**src/rtl/wdog_pkg.sv**
```systemverilog
package wdog_pkg;
  localparam int ADDR_W = 2;
  typedef enum logic [ADDR_W-1:0] {
    REG_LOAD   = 2'd0,
    REG_CTRL   = 2'd1,
    REG_CLEAR  = 2'd2,
    REG_STATUS = 2'd3
  } wd_reg_e;
endpackage

```
**src/rtl/wdog_regs.sv**
```systemverilog
module wdog_regs
  import wdog_pkg::*;
#(
  parameter int CNT_W = 32,
  parameter logic [CNT_W-1:0] LOAD_RST = '1
) (
  input  logic              clk,
  input  logic              rst_n,
  input  logic              wr_en,
  input  logic [ADDR_W-1:0] wr_addr,
  input  logic [CNT_W-1:0]  wr_data,
  input  logic [ADDR_W-1:0] rd_addr,
  input  logic              irq,
  input  logic              rst_req,
  output logic [CNT_W-1:0]  rd_data,
  output logic              en,
  output logic              reload,
  output logic [CNT_W-1:0]  reload_val,
  output logic              clr
);
  logic [CNT_W-1:0] load_q;
  logic             wr_load, wr_ctrl;

  assign wr_load = wr_en && (wd_reg_e'(wr_addr) == REG_LOAD);
  assign wr_ctrl = wr_en && (wd_reg_e'(wr_addr) == REG_CTRL);
  assign clr     = wr_en && (wd_reg_e'(wr_addr) == REG_CLEAR);

  always_ff @(posedge clk or negedge rst_n) begin
    if (!rst_n) begin
      load_q <= LOAD_RST;
      en     <= 1'b0;
    end else begin
      if (wr_load) load_q <= wr_data;
      if (wr_ctrl) en     <= wr_data[0];
    end
  end

  assign reload     = wr_load || clr;
  assign reload_val = wr_load ? wr_data : load_q;

  always_comb begin
    rd_data = '0;
    unique case (wd_reg_e'(rd_addr))
      REG_LOAD:   rd_data = load_q;
      REG_CTRL:   rd_data[0] = en;
      REG_CLEAR:  rd_data = '0;
      REG_STATUS: rd_data[1:0] = {rst_req, irq};
    endcase
  end
endmodule

```
**src/rtl/wdog_counter.sv**
```systemverilog
module wdog_counter #(
  parameter int CNT_W = 32,
  parameter logic [CNT_W-1:0] LOAD_RST = '1
) (
  input  logic             clk,
  input  logic             rst_n,
  input  logic             en,
  input  logic             halt,
  input  logic             reload,
  input  logic [CNT_W-1:0] reload_val,
  output logic [CNT_W-1:0] count,
  output logic             timeout
);
  logic active;

  assign active  = en && !halt && !reload;
  assign timeout = active && (count == '0);

  always_ff @(posedge clk or negedge rst_n) begin
    if (!rst_n)       count <= LOAD_RST;
    else if (reload)  count <= reload_val;
    else if (timeout) count <= reload_val;
    else if (active)  count <= count - 1'b1;
  end
endmodule

```
**src/rtl/wdog_escalate.sv**
```systemverilog
module wdog_escalate (
  input  logic clk,
  input  logic rst_n,
  input  logic timeout,
  input  logic clr,
  output logic irq,
  output logic rst_req
);
  always_ff @(posedge clk or negedge rst_n) begin
    if (!rst_n) begin
      irq     <= 1'b0;
      rst_req <= 1'b0;
    end else begin
      if (clr)                 irq <= 1'b0;
      else if (timeout)        irq <= 1'b1;
      if (timeout && irq)      rst_req <= 1'b1;
    end
  end
endmodule

```
**src/rtl/wdog_twostage.sv**
```systemverilog
module wdog_twostage
  import wdog_pkg::*;
#(
  parameter int CNT_W = 32,
  parameter logic [CNT_W-1:0] LOAD_RST = 32'h0000_FFFF
) (
  input  logic              clk,
  input  logic              rst_n,
  input  logic              wr_en,
  input  logic [ADDR_W-1:0] wr_addr,
  input  logic [CNT_W-1:0]  wr_data,
  input  logic [ADDR_W-1:0] rd_addr,
  output logic [CNT_W-1:0]  rd_data,
  input  logic              dbg_halt,
  output logic              irq,
  output logic              rst_req,
  output logic [CNT_W-1:0]  count
);
  logic             en_q, reload, clr, timeout;
  logic [CNT_W-1:0] reload_val;

  wdog_regs #(.CNT_W(CNT_W), .LOAD_RST(LOAD_RST)) u_regs (
    .clk(clk), .rst_n(rst_n), .wr_en(wr_en), .wr_addr(wr_addr),
    .wr_data(wr_data), .rd_addr(rd_addr), .irq(irq), .rst_req(rst_req),
    .rd_data(rd_data), .en(en_q), .reload(reload),
    .reload_val(reload_val), .clr(clr)
  );

  wdog_counter #(.CNT_W(CNT_W), .LOAD_RST(LOAD_RST)) u_cnt (
    .clk(clk), .rst_n(rst_n), .en(en_q), .halt(dbg_halt),
    .reload(reload), .reload_val(reload_val), .count(count),
    .timeout(timeout)
  );

  wdog_escalate u_esc (
    .clk(clk), .rst_n(rst_n), .timeout(timeout), .clr(clr),
    .irq(irq), .rst_req(rst_req)
  );
endmodule

```
**config.mk**
```make
export PLATFORM = sky130hd
export DESIGN_NAME = wdog_twostage
export DESIGN_NICKNAME = d
export VERILOG_FILES = /design/src/rtl/wdog_pkg.sv /design/src/rtl/wdog_regs.sv /design/src/rtl/wdog_counter.sv /design/src/rtl/wdog_escalate.sv /design/src/rtl/wdog_twostage.sv
export SDC_FILE = /design/constraint.sdc
export NUM_CORES = 1
export LEC_CHECK = 0
export BUFFER_PORTS_ARGS = -buffer_cell sky130_fd_sc_hd__buf_2
export CAP_MARGIN = 20
export CORE_MARGIN = 2
export CORE_UTILIZATION = 45
export DETAILED_ROUTE_END_ITERATION = 8
export PLACE_DENSITY = 0.7
export REMOVE_ABC_BUFFERS = 1
export SYNTH_ARGS = -nofsm -noshare
export SYNTH_HDL_FRONTEND = slang
export SYNTH_HIERARCHICAL = 1
export SYNTH_SLANG_ARGS = --single-unit
```
**constraint.sdc**
```tcl
create_clock -name clk -period 5.1 [get_ports clk]
set_clock_uncertainty 0.15 [all_clocks]
set_input_delay 0.51 -clock clk [delete_from_list [all_inputs] [get_ports clk]]
set_output_delay 0.51 -clock clk [all_outputs]
set_load 0.02 [all_outputs]
```
* Word level (Yosys, flattened, before mapping)
Cells that the tools add are included.
** Word-level totals
- Register bits :: 67
- Output and inout port bits :: 66
- Input port bits :: 40
- Word-level logic and storage cells :: 35
** Operators by class
- Multiplexer cells :: 9
- $add $sub $neg :: 1
- Equal/unequal tests :: 5
- Reduce and logical (&&, ||, !) cells :: 15
** Operator list (number)
- 2-to-1 mux 32 bit :: 4
- logical NOT 32 bit :: 1
- subtractor 32 x 1 -> 32 bit, second input constant :: 1
- 2-to-1 mux 30 bit :: 1
- logical AND 1 bit :: 7
- equality test 2 bit, second input constant :: 3
- equality test 2 x 1 -> 1 bit, second input constant :: 2
- logical NOT 2 bit :: 2
- one-hot mux 1 bit (4 select lines) :: 1
- nonzero test 3 bit :: 1
- logical NOT 1 bit :: 2
- 2-to-1 mux 1 bit :: 2
- one-hot mux 1 bit (2 select lines) :: 1
- nonzero test 2 bit :: 1
- logical OR 1 bit :: 1

* Logic depth before layout (Yosys ltp)
Gate-level depths: netlist (run 1).
- Word-level depth :: 8
- Mapped depth :: 10
- Gate-level depth less buffers :: 8

* Hierarchy
The synthesis (run 1) kept the hierarchy.
** Modules (own cells, without submodules)
- wdog_counter :: sequential area each 820.8 sq um, cells an instance 254, times used 1, area an instance 2179.6 sq um
- wdog_regs :: sequential area each 845.8 sq um, cells an instance 117, times used 1, area an instance 1574.0 sq um
- wdog_escalate :: sequential area each 50.0 sq um, cells an instance 4, times used 1, area an instance 67.6 sq um

* Worst setup path after synthesis (run 1)
Ideal clock, no wire load.
- Kind :: reg2reg
- Start :: reg u_cnt.count[1]
- End :: reg u_cnt.count[24]
- Cell stages (with the launch flop) :: 10
- Period minus slack after synthesis :: 2908 ps
- Required time :: 4824 ps
- Setup time :: 126 ps
- Slack :: 2192 ps
- Buffers on the path :: 2
- Data arrival time :: 2632 ps
- Path through :: dfstp_2 -> inv_1 -> ha_1 -> or3b_1 -> buf_2 -> or4_4 -> buf_6 -> o41ai_4 -> nor4_1 -> a311o_1
** On the way
- Word-level cells in the longest chain between the ends :: 4
- Elaborated cells between the ends (all ways) :: 7
- Those cells by class :: 1 x add/sub; 3 x mux; 3 x reduce/logical
** RTL lines
- start, declared :: line wdog_counter.sv:11 : output logic [CNT_W-1:0] count,
- start signal, assigned :: line wdog_counter.sv:21 : else if (reload) count <= reload_val;
- start signal, assigned :: line wdog_counter.sv:22 : else if (timeout) count <= reload_val;
- start signal, assigned :: line wdog_counter.sv:23 : else if (active) count <= count - 1'b1;
- subtractor 32 x 1 -> 32 bit or logical NOT 32 bit (tied branches) :: line wdog_counter.sv:23, wdog_counter.sv:17
- 2-to-1 mux 32 bit or logical AND 1 bit (tied branches) :: line wdog_counter.sv:23, wdog_counter.sv:17
- 2-to-1 mux 32 bit :: line wdog_counter.sv:22
- 2-to-1 mux 32 bit :: line wdog_counter.sv:21
Several ways; a longest one is shown, not always the timed one. The select of a mux whose other input is x is not followed.
A chain may end at the register's enable or synchronous reset.

* Worst setup path after layout (run 1)
- Start :: reg u_cnt.count[1]
- End :: reg u_cnt.count[25]
The elaborated chain is that of the path after synthesis.

==> summary.txt, run 1 <==
Floorplanning
  • Placement Rows: 33
  • Ports: 106
  • Die area: 0.00924 sq mm
  • Die height: 96.2 microns
  • Initial core utilization: 46.5%
  • Core region area: 0.00822 sq mm
  • Chip width: 96.2 microns

Worst setup path
  • FF-to-FF setup slack: 1680 ps
  • WP data required: 5180 ps
  • Crit path depth: 7
  • CP arrival: 3510 ps
  • Critical path class: flip-flop to flip-flop
  • Buf+Inv Stages, Crit Path: 1
  • CP Cell Sequence: inv_1 > ha_1 > or3b_1 > or4_4 > o41ai_4 > nor4_1 > a311o_1
  • Crit path max fanout: 17
  • CP Launch Type: flip-flop
  • Crit. End Element: flip-flop
  • R2R depth: 7
  • R2r startpoint: u_cnt/count[1]$_DFFE_PN1P_
  • Slowest-stage cell, CP: o41ai_4
  • Reg-to-reg endpoint: u_cnt/count[25]$_DFFE_PN0P_
  • Worst setup path end: u_cnt/count[25]$_DFFE_PN0P_
  • CP max stage delay: 920 ps
  • Crit path max-delay family: compound AO/OA/AOI/OAI gates
  • Crit path from: u_cnt/count[1]$_DFFE_PN1P_

Pwr
  • Peak VDD IR: 0.166 mV
  • Leakage: 2.01 nW
  • PwrDens: 369 mW/mm^2

Route
  • DRC Markers: 0
  • Drt wl/cell: 17.2 microns
  • Highest routed metal layer: met4
  • Total number of vias: 3,399
  • Drt pass-1 iters: 5
  • Final ANT Viol Nets: 0
  • Via-to-Cell Ratio: 5.82
  • WL met2: 4780 microns
  • Final WL: 10,000 microns
  • Met1 wire length: 4420 microns
  • Met3 wire len: 718 microns
  • DR iter-0 viols: 229

Clock tree
  • Hold-fix buffers, CTS: 0
  • Inserted Clock Buffers: 9
  • CTS tree: done
  • Root buffer cell: clkbuf_8
  • Clock latency on the worst-skew pair: 350 ps
  • CTS sink cnt: 67
  • Reg clk slew, reported paths: 70 ps
  • PostCTS Resize Cnt: 0
  • Clock Path Buffers: 2
  • Setup bufs post-CTS: 0
  • CTS H-tree depth: 3

STA
  • Setup tns final: 0 ps
  • Fmax: 292 MHz
  • Final Cycle Share: 67.1%
  • Max_slew headroom: 30.1%
  • Min Tclk post-route: 3420 ps
  • Final setup fails: 0
  • RSZ-0062 raised after global routing: no
  • Hold Vio Cnt, Final: 0
  • Slew @ Worst Pin: 1040 ps
  • Max-slew violations: 0

Placement
  • Port Buffers: 105
  • Detailed placement HPWL: 7120 microns
  • Placed Cells: 568
  • Placer Congestion: 0.906

GRT
  • Initial antenna violation count: 0
  • GRT Overall Usage: 22.9%
  • First-pass GRT wire length: 16,200 microns
  • Vias in the first global route: 3,224
  • Largest net degree at the start of global routing: 68
  • GR Overflow Total: 0

Layout
  • Layout cells sized above 1: 42.8%
  • Commonest non-fill, non-tap cell in the layout: buf_2
  • Final core occ: 55.8%
  • Finished Layout Cells: 584
  • Layout area overhead: 20.0%
  • Antenna cell count: 0
  • Layout net count: 519
  • Commonest non-fill, non-tap cells in the layout: buf_2 (105), dfrtp_1 (35), and2_1 (32), dfstp_2 (32), mux2_2 (31)
  • Filler instances: 741

Outcome
  • Outcome: completed

Flow run
  • # Max-Cap Violations: 0

Synth
  • Syn Area/Cell: 10.2 sq um
  • Xor/xnor cell area share of the yosys netlist: 0.917%
  • Synth Flop Type: dfrtp_1
  • Post-Synth Adder-Cell Area: 1.64%
  • Flop and latch count out of synthesis: 67
  • Synth Area in Simple Gates: 25.0%
  • Sequential cell area fraction in the yosys report: 44.9%
  • Main combinational cell family by area after synthesis: simple AND/OR/NAND/NOR gates
  • Compound-gate portion of the synthesized area: 12.5%
  • Syn Std Cell Area: 0.00382 sq mm
  • Post-synthesis async set-or-reset flop share: 100%
  • Number of synthesized flops with an enable pin: 0
  • Yosys warns: 6
  • Post-synthesis mux area share: 10.8%
  • Syn Inst Count: 375
  • Post-synthesis cell type count: 64

Hold path
  • Hold crit path type: input pin to asynchronous set/reset pin
[Yosys cell counts (2+ instances only)]
| cell type | instances | area share, % |
|---|---|---|
| o21ai_0 | 7 | 0.92 |
| o211ai_1 | 3 | 0.59 |
| nor2b_1 | 3 | 0.49 |
| mux2i_1 | 4 | 1.0 |
| or2_2 | 5 | 0.82 |
| clkbuf_1 | 16 | 1.6 |
| o221a_2 | 2 | 0.59 |
| nand3_1 | 14 | 1.8 |
| nor4_1 | 10 | 1.6 |
| a211oi_1 | 3 | 0.59 |
| nand2_1 | 25 | 2.5 |
| buf_2 | 2 | 0.26 |
| nand4_1 | 10 | 1.6 |
| o221ai_1 | 2 | 0.46 |
| and3_1 | 2 | 0.33 |
| mux2_1 | 2 | 0.59 |
| or3_1 | 8 | 1.3 |
| and2_1 | 32 | 5.2 |
| xor2_1 | 3 | 0.69 |
| inv_1 | 8 | 0.79 |
| dfstp_2 | 32 | 22 |
| nand3b_1 | 3 | 0.59 |
| a22oi_1 | 3 | 0.59 |
| nor2_1 | 28 | 2.8 |
| ha_1 | 5 | 1.6 |
| buf_6 | 5 | 1.5 |
| or4_4 | 2 | 0.59 |
| a21oi_1 | 11 | 1.4 |
| o31ai_1 | 3 | 0.59 |
| nor3_1 | 10 | 1.3 |
| a311o_1 | 2 | 0.52 |
| a221oi_1 | 2 | 0.46 |
| dfrtp_1 | 35 | 23 |
| o311ai_0 | 7 | 1.6 |
| mux2_2 | 31 | 9.1 |
| or4_1 | 7 | 1.4 |
[worst min-delay path by stage]
stage,startpoint,cells after the start,slack [ps],to
after global routing,wr_data[3],2,270,u_regs/load_q[3]$_DFF_PN1_
final,rst_n,2,190,u_regs/load_q[30]$_DFF_PN0_
after CTS,rst_n,2,230,u_regs/load_q[19]$_DFF_PN0_
after floorplan,rst_n,0,60,u_cnt/count[16]$_DFFE_PN0P_
after global placement,u_esc/rst_req$_DFFE_PN0P_,1,340,u_esc/rst_req$_DFFE_PN0P_
after detailed placement,u_esc/rst_req$_DFFE_PN0P_,1,360,u_esc/rst_req$_DFFE_PN0P_
[per-layer routing]
metal	track usage, %	up-vias
li1	-	1581
met1	31.1	1673
met2	36.6	132
met3	4.23	13
met4	8.45	0
met5	0	-
[cell type report]
type                       instances  area [sq um]  area share [%]
clock buffer                      14           173            3.76
clock inverter                     2          10.0           0.218
inverter                           8          30.0           0.655
multi-input combinational        276          1950            42.5
sequential                        67          1720            37.4
tap                              105           131            2.86
timing repair buffer             112           578            12.6
[cell families after synthesis]
group | after synthesis
compound gates | 61
buf+inv | 32
flops | 67
fa+ha+maj | 5
mux | 37
xor+xnor | 4
simple gates | 169
[flip-flops by register name, indices dropped and copies added, names as in the netlist]
| name | flops |
|---|---|
| u_cnt/count | 32 |
| u_esc/irq | 1 |
| u_esc/rst_req | 1 |
| u_regs/en | 1 |
| u_regs/load_q | 32 |
[power breakdown]
group | leakage (nW) | internal, mW | switching [mW]
sequential | 0.747 | 0.681 | 0.101
clock | 0.0965 | 0.215 | 0.196
combinational | 1.17 | 0.200 | 0.299
[worst register-to-register path, stage by stage (launching register included)]
cell and delay (ps):
dfstp_2 380, inv_1 70, ha_1 170, or3b_1 480, or4_4 630, o41ai_4 920, nor4_1 160, a311o_1 360
[per-stage QoR]
step | instance area (sq um) | setup slack (ps) | hold slack (ps) | total power [mW]
6_report | 4590 | 1680 | 188 | 1.69
5_1_grt | 4590 | 1430 | 267 | 1.79
4_1_cts | 4590 | 1700 | 230 | 1.70
3_5_place_dp | 4400 | 1720 | 359 | 1.29
3_3_place_gp | 4400 | 1830 | 343 | 1.27
2_1_floorplan | 3690 | 1550 | 64.4 | 1.10
Note: power is estimated with default switching activity, not from simulation.
==> run 2: changes to the inputs <==
--- a/config.mk
+++ b/config.mk
@@ -10,7 +10,7 @@
 export CORE_MARGIN = 2
 export CORE_UTILIZATION = 45
 export DETAILED_ROUTE_END_ITERATION = 8
-export PLACE_DENSITY = 0.7
+export PLACE_DENSITY = 0.73
 export REMOVE_ABC_BUFFERS = 1
 export SYNTH_ARGS = -nofsm -noshare
 export SYNTH_HDL_FRONTEND = slang
==> constraint.sdc (replaced) <==
create_clock -name clk -period 2.8 [get_ports clk]
set_clock_uncertainty 0.15 [all_clocks]
set_input_delay 0.28 -clock clk [delete_from_list [all_inputs] [get_ports clk]]
set_output_delay 0.28 -clock clk [all_outputs]
set_load 0.02 [all_outputs]
==> summary.txt, run 2 (synthesis gave the netlist of run 1 again) <==
Hold path
  • Hold crit path type: input pin to flip-flop (was input pin to asynchronous set/reset pin)

Layout
  • Antenna cell count: 0 (unchanged)
  • Layout cells sized above 1: 46.4% (was 42.8%)
  • Layout area overhead: 26.9% (was 20.0%)
  • Layout net count: 542 (was 519)
  • Commonest non-fill, non-tap cell in the layout: buf_2 (unchanged)
  • Largest regs: u_cnt/count: 32 flops, u_regs/load_q: 32 flops (unchanged)
  • Commonest non-fill, non-tap cells in the layout: buf_2 (105), dfrtp_1 (35), and2_1 (32), dfstp_2 (32), mux2_2 (31) (unchanged)

Clock tree
  • Reg clk slew, reported paths: 70 ps (about the same)
  • CTS tree: done (unchanged)
  • Inserted Clock Buffers: 9 (unchanged)
  • CTS sink cnt: 67 (unchanged)
  • Root buffer cell: clkbuf_8 (unchanged)
  • Clock Path Buffers: 2 (unchanged)
  • CTS H-tree depth: 3 (unchanged)
  • Clock latency on the worst-skew pair: 350 ps (about the same)

STA
  • RSZ-0062 raised after global routing: yes (was no)
  • Max_slew headroom: 35.0% (was 30.1%)
  • Slew @ Worst Pin: 975 ps (was 1040 ps)
  • Max-slew violations: 0 (unchanged)
  • Setup slack after layout: 24.4 ps (was 1680 ps)
  • Final Hold Slack: 32.4 ps (was 188 ps)
  • Fmax: 360 MHz (was 292 MHz)
  • Final Cycle Share: 99.1% (was 67.1%)
  • Min Tclk post-route: 2780 ps (was 3420 ps)
  • Hold Vio Cnt, Final: 0 (unchanged)
  • Final setup fails: 0 (unchanged)

Pwr
  • Total Power: 3.22 mW (was 1.69 mW)
  • Peak VDD IR: 0.328 mV (was 0.166 mV)
  • PwrDens: 665 mW/mm^2 (was 369 mW/mm^2)
  • Leakage: 2.14 nW (was 2.01 nW)

Floorplanning
  • Placement Rows: 33 (unchanged)
  • Die height: 96.2 microns (unchanged)
  • Chip width: 96.2 microns (unchanged)
  • Core region area: 0.00822 sq mm (unchanged)
  • Initial core utilization: 46.5% (unchanged)
  • Ports: 106 (unchanged)
  • Die area: 0.00924 sq mm (unchanged)

GRT
  • GR Overflow Total: 0 (unchanged)
  • Initial antenna violation count: 0 (unchanged)
  • GRT Overall Usage: 22.6% (was 22.9%)
  • First-pass GRT wire length: 16,200 microns (about the same)
  • Largest net degree at the start of global routing: 68 (unchanged)
  • Vias in the first global route: 3,359 (was 3,224)

Worst setup path
  • Critical path class: flip-flop to flip-flop (unchanged)
  • CP arrival: 2860 ps (was 3510 ps)
  • Crit path max fanout: 4 (was 17)
  • CP Launch Type: flip-flop (unchanged)
  • WP data required: 2880 ps (was 5180 ps)
  • Crit. End Element: flip-flop (unchanged)

Placement
  • Detailed placement HPWL: 7230 microns (was 7120 microns)
  • Port Buffers: 105 (unchanged)
  • Placer Congestion: 0.879 (was 0.906)
  • Setup slack at placement: -33.7 ps (was 1720 ps)

Route
  • Final ANT Viol Nets: 0 (unchanged)
  • Via-to-Cell Ratio: 5.70 (was 5.82)
  • Final WL: 10,200 microns (was 10,000 microns)
  • DRC Markers: 0 (unchanged)
  • Total number of vias: 3,459 (was 3,399)
  • Drt wl/cell: 16.9 microns (was 17.2 microns)
  • DR iter-0 viols: 266 (was 229)
  • Drt pass-1 iters: 5 (unchanged)

Outcome
  • Outcome: completed (unchanged)

Flow run
  • # Max-Cap Violations: 0 (unchanged)
## run 2: cell types whose count changed in the layout (fill, tap and decap cells not counted), sizes merged
cell / before / now
bufinv: 0 / 1
clkinv: 2 / 1
dlygate4sd3: 0 / 1
buf: 112 / 134
## run 2: worst paths after layout
check / from / slack, ps / cells past startpoint / to
worst max-delay path: u_cnt/count[1]$_DFFE_PN1P_ / 20 / 8 / u_cnt/count[24]$_DFFE_PN0P_
worst min-delay path: wr_data[6] / 30 / 2 / u_regs/load_q[6]$_DFF_PN1_
worst max register to register: u_cnt/count[1]$_DFFE_PN1P_ / 20 / 8 / u_cnt/count[24]$_DFFE_PN0P_
worst min register to register: u_esc/rst_req$_DFFE_PN0P_ / 340 / 1 / u_esc/rst_req$_DFFE_PN0P_
max in group asynchronous: rst_n / 1830 / 3 / u_regs/load_q[13]$_DFF_PN1_
min in group asynchronous: rst_n / 330 / 3 / u_regs/en$_DFFE_PN0P_
## run 2: layer usage
metal	up-vias	share of wire, %	GRT usage, %
li1	1633	-	-
met1	1646	42	29.9
met2	162	48	36.1
met3	18	8.4	5.79
met4	0	1.7	7.62
met5	-	0	0
## run 2: cell type report
cell class                      count  area [sq um]
Timing Repair Buffer              135           793
Clock buffer                       14           163
Sequential cell                    67          1720
Multi-Input combinational cell    276          1980
Inverter                            8          30.0
Fill cell                         723          3370
Tap cell                          105           131
Clock inverter                      2          35.0
## run 2: where the power goes
group          switching, mW  internal [mW]
Clock                  0.355          0.460
Sequential             0.187           1.24
Combinational          0.568          0.415
## run 2: critical path: stages, from the launching register on
cell     delay [ps]
dfstp_2         390
inv_2            80
ha_4            140
or3b_4          370
or4_4           580
o41ai_4         440
buf_4           190
nor4_1           50
a311o_1         270
## run 2: what timing repair did
| action | CTS | global route |
|---|---|---|
| resized for setup | 1 | 14 |
| endpoints found under the hold margin | 35 | 0 |
| endpoints found under the setup margin | 1 | 11 |
| hold buffers | 1 | 0 |
| buffers inserted | 0 | 6 |
| pin swaps | 1 | 6 |
| cloned | 0 | 0 |
## run 2: through the flow
stage,instances,util (%),area [sq um],setup TNS [ps]
floorplan,351,-,3690,-8190
global placement,584,55.4,4550,0
detailed placement,584,55.4,4550,-33.7
CTS,601,57.9,4760,0
global route,607,59.0,4850,-112
finish,607,59.0,4850,0
==> run 3: changes to the inputs <==
--- a/config.mk
+++ b/config.mk
@@ -10,6 +10,7 @@
 export CORE_MARGIN = 2
 export CORE_UTILIZATION = 45
 export DETAILED_ROUTE_END_ITERATION = 8
+export MAX_ROUTING_LAYER = met4
 export PLACE_DENSITY = 0.73
 export REMOVE_ABC_BUFFERS = 1
 export SYNTH_ARGS = -nofsm -noshare
==> summary.txt, run 3 (synthesis gave the netlist of run 1 again) <==
Outcome
  • Outcome: completed (unchanged)

Worst setup path
  • CP Cell Sequence: inv_2 > ha_4 > or3b_4 > or4_4 > o41ai_4 > buf_4 > nor4_1 > a311o_1 (unchanged)
  • WP data required: 2880 ps (about the same)
  • Crit path max-delay family: simple AND/OR/NAND/NOR gates (unchanged)
  • CP Launch Type: flip-flop (unchanged)
  • CP arrival: 2860 ps (about the same)
  • Crit path max fanout: 4 (unchanged)
  • Critical path class: flip-flop to flip-flop (unchanged)
  • Buf+Inv Stages, Crit Path: 2 (unchanged)
  • Crit. End Element: flip-flop (unchanged)
  • Slowest-stage cell, CP: or4_4 (unchanged)
  • R2r startpoint: u_cnt/count[1]$_DFFE_PN1P_ (unchanged)
  • Crit path from: u_cnt/count[1]$_DFFE_PN1P_ (unchanged)
  • FF-to-FF setup slack: 20 ps (about the same)
  • CP max stage delay: 580 ps (about the same)

Clock tree
  • CTS sink cnt: 67 (unchanged)
  • CTS H-tree depth: 3 (unchanged)
  • Reg clk slew, reported paths: 70 ps (about the same)
  • Clock Path Buffers: 2 (unchanged)
  • Inserted Clock Buffers: 9 (unchanged)
  • Root buffer cell: clkbuf_8 (unchanged)
  • Clock latency on the worst-skew pair: 350 ps (about the same)
  • CTS tree: done (unchanged)

Route
  • Total number of vias: 3,488 (was 3,459)
  • Via-to-Cell Ratio: 5.75 (was 5.70)
  • Final ANT Viol Nets: 0 (unchanged)
  • Final WL: 10,300 microns (was 10,200 microns)
  • DR iter-0 viols: 297 (was 266)
  • DRC Markers: 0 (unchanged)
  • Drt wl/cell: 16.9 microns (about the same)
  • Drt pass-1 iters: 5 (unchanged)

GRT
  • GRT Overall Usage: 23.3% (was 22.6%)
  • Vias in the first global route: 3,373 (was 3,359)
  • GR Overflow Total: 0 (unchanged)
  • Initial antenna violation count: 0 (unchanged)
  • First-pass GRT wire length: 16,200 microns (about the same)
  • Largest net degree at the start of global routing: 68 (unchanged)

STA
  • Setup slack after layout: 18.0 ps (was 24.4 ps)
  • Max_slew headroom: 36.2% (was 35.0%)
  • Final setup fails: 0 (unchanged)
  • Min Tclk post-route: 2780 ps (about the same)
  • Hold Vio Cnt, Final: 0 (unchanged)
  • Max-slew violations: 0 (unchanged)
  • Slew @ Worst Pin: 957 ps (was 975 ps)
  • Fmax: 359 MHz (was 360 MHz)
  • RSZ-0062 raised after global routing: yes (unchanged)
  • Final Hold Slack: 33.5 ps (was 32.4 ps)
  • Setup tns final: 0 ps (unchanged)
  • Final Cycle Share: 99.4% (was 99.1%)

Flow run
  • # Max-Cap Violations: 0 (unchanged)

Layout
  • Commonest non-fill, non-tap cells in the layout: buf_2 (105), dfrtp_1 (35), and2_1 (32), dfstp_2 (32), mux2_2 (31) (unchanged)
  • Layout net count: 542 (unchanged)
  • Storage cell area: 0.00172 sq mm (unchanged)
  • Filler instances: 723 (unchanged)
  • Layout area overhead: 26.9% (unchanged)
  • Antenna cell count: 0 (unchanged)
  • Final core occ: 59.0% (unchanged)
  • Design Area, Final: 0.00485 sq mm (unchanged)
  • Multi-input gate area: 0.00198 sq mm (unchanged)
  • Largest regs: u_cnt/count: 32 flops, u_regs/load_q: 32 flops (unchanged)
  • Layout cells sized above 1: 46.4% (unchanged)
  • Commonest non-fill, non-tap cell in the layout: buf_2 (unchanged)

Floorplanning
  • Ports: 106 (unchanged)
  • Die area: 0.00924 sq mm (unchanged)
  • Chip width: 96.2 microns (unchanged)
  • Die height: 96.2 microns (unchanged)
  • Core region area: 0.00822 sq mm (unchanged)
  • Placement Rows: 33 (unchanged)
  • Initial core utilization: 46.5% (unchanged)

Pwr
  • Peak VDD IR: 0.328 mV (about the same)
  • PwrDens: 665 mW/mm^2 (about the same)
  • Leakage: 2.14 nW (unchanged)

Placement
  • Setup slack at placement: -33.7 ps (unchanged)
  • Area of placed instances: 0.00455 sq mm (unchanged)
  • Placer Congestion: 0.894 (was 0.879)
  • Detailed placement HPWL: 7230 microns (unchanged)
  • Port Buffers: 105 (unchanged)

Hold path
  • Hold crit path type: input pin to flip-flop (unchanged)
  • Hold wc startpoint: wr_data[6] (unchanged)
[run 3: what timing repair did]
item	in CTS	in global routing
hold buffers	1	0
resized for setup	1	14
gates cloned	0	0
pin swaps	1	6
setup buffers	0	6
endpoints found under the hold margin	35	0
setup endpoints to repair	1	11
[run 3: layout make-up]
class,instances,share of cell area (%)
multi-input cells,276,40.8
flip-flops and latches,67,35.4
repair buffers,135,16.4
clock buffers,14,3.36
well taps,105,2.71
clock inverters,2,0.723
inverters,8,0.620
[run 3: metrics by stage]
step | total power, mW | cells
floorplan | 2.00 | 351
global placement | 2.34 | 584
detailed placement | 2.38 | 584
CTS | 3.21 | 601
global route | 3.40 | 607
finish | 3.22 | 607
[run 3: power by group]
group,internal (mW),total [mW],switching [mW]
registers,1.24,1.43,0.187
clock network,0.460,0.812,0.352
logic,0.415,0.983,0.568
[run 3: worst paths after layout]
check | cells past startpoint | endpoint
max in group asynchronous | 3 | u_regs/load_q[13]$_DFF_PN1_
setup / recovery | 8 | u_cnt/count[24]$_DFFE_PN0P_
hold reg to reg | 1 | u_esc/rst_req$_DFFE_PN0P_
setup reg to reg | 8 | u_cnt/count[24]$_DFFE_PN0P_
min in group asynchronous | 3 | u_regs/en$_DFFE_PN0P_
hold / removal | 2 | u_regs/load_q[6]$_DFF_PN1_
[run 3: per-layer routing]
metal  part of all wire (%)  vias to the layer above  global-route usage [%]
met4                    1.8                        0                    7.98
met2                     48                      199                    36.0
met1                     42                     1631                    30.5
li1                       -                     1635                       -
met5                      0                        -                       -
met3                    8.5                       23                    4.93
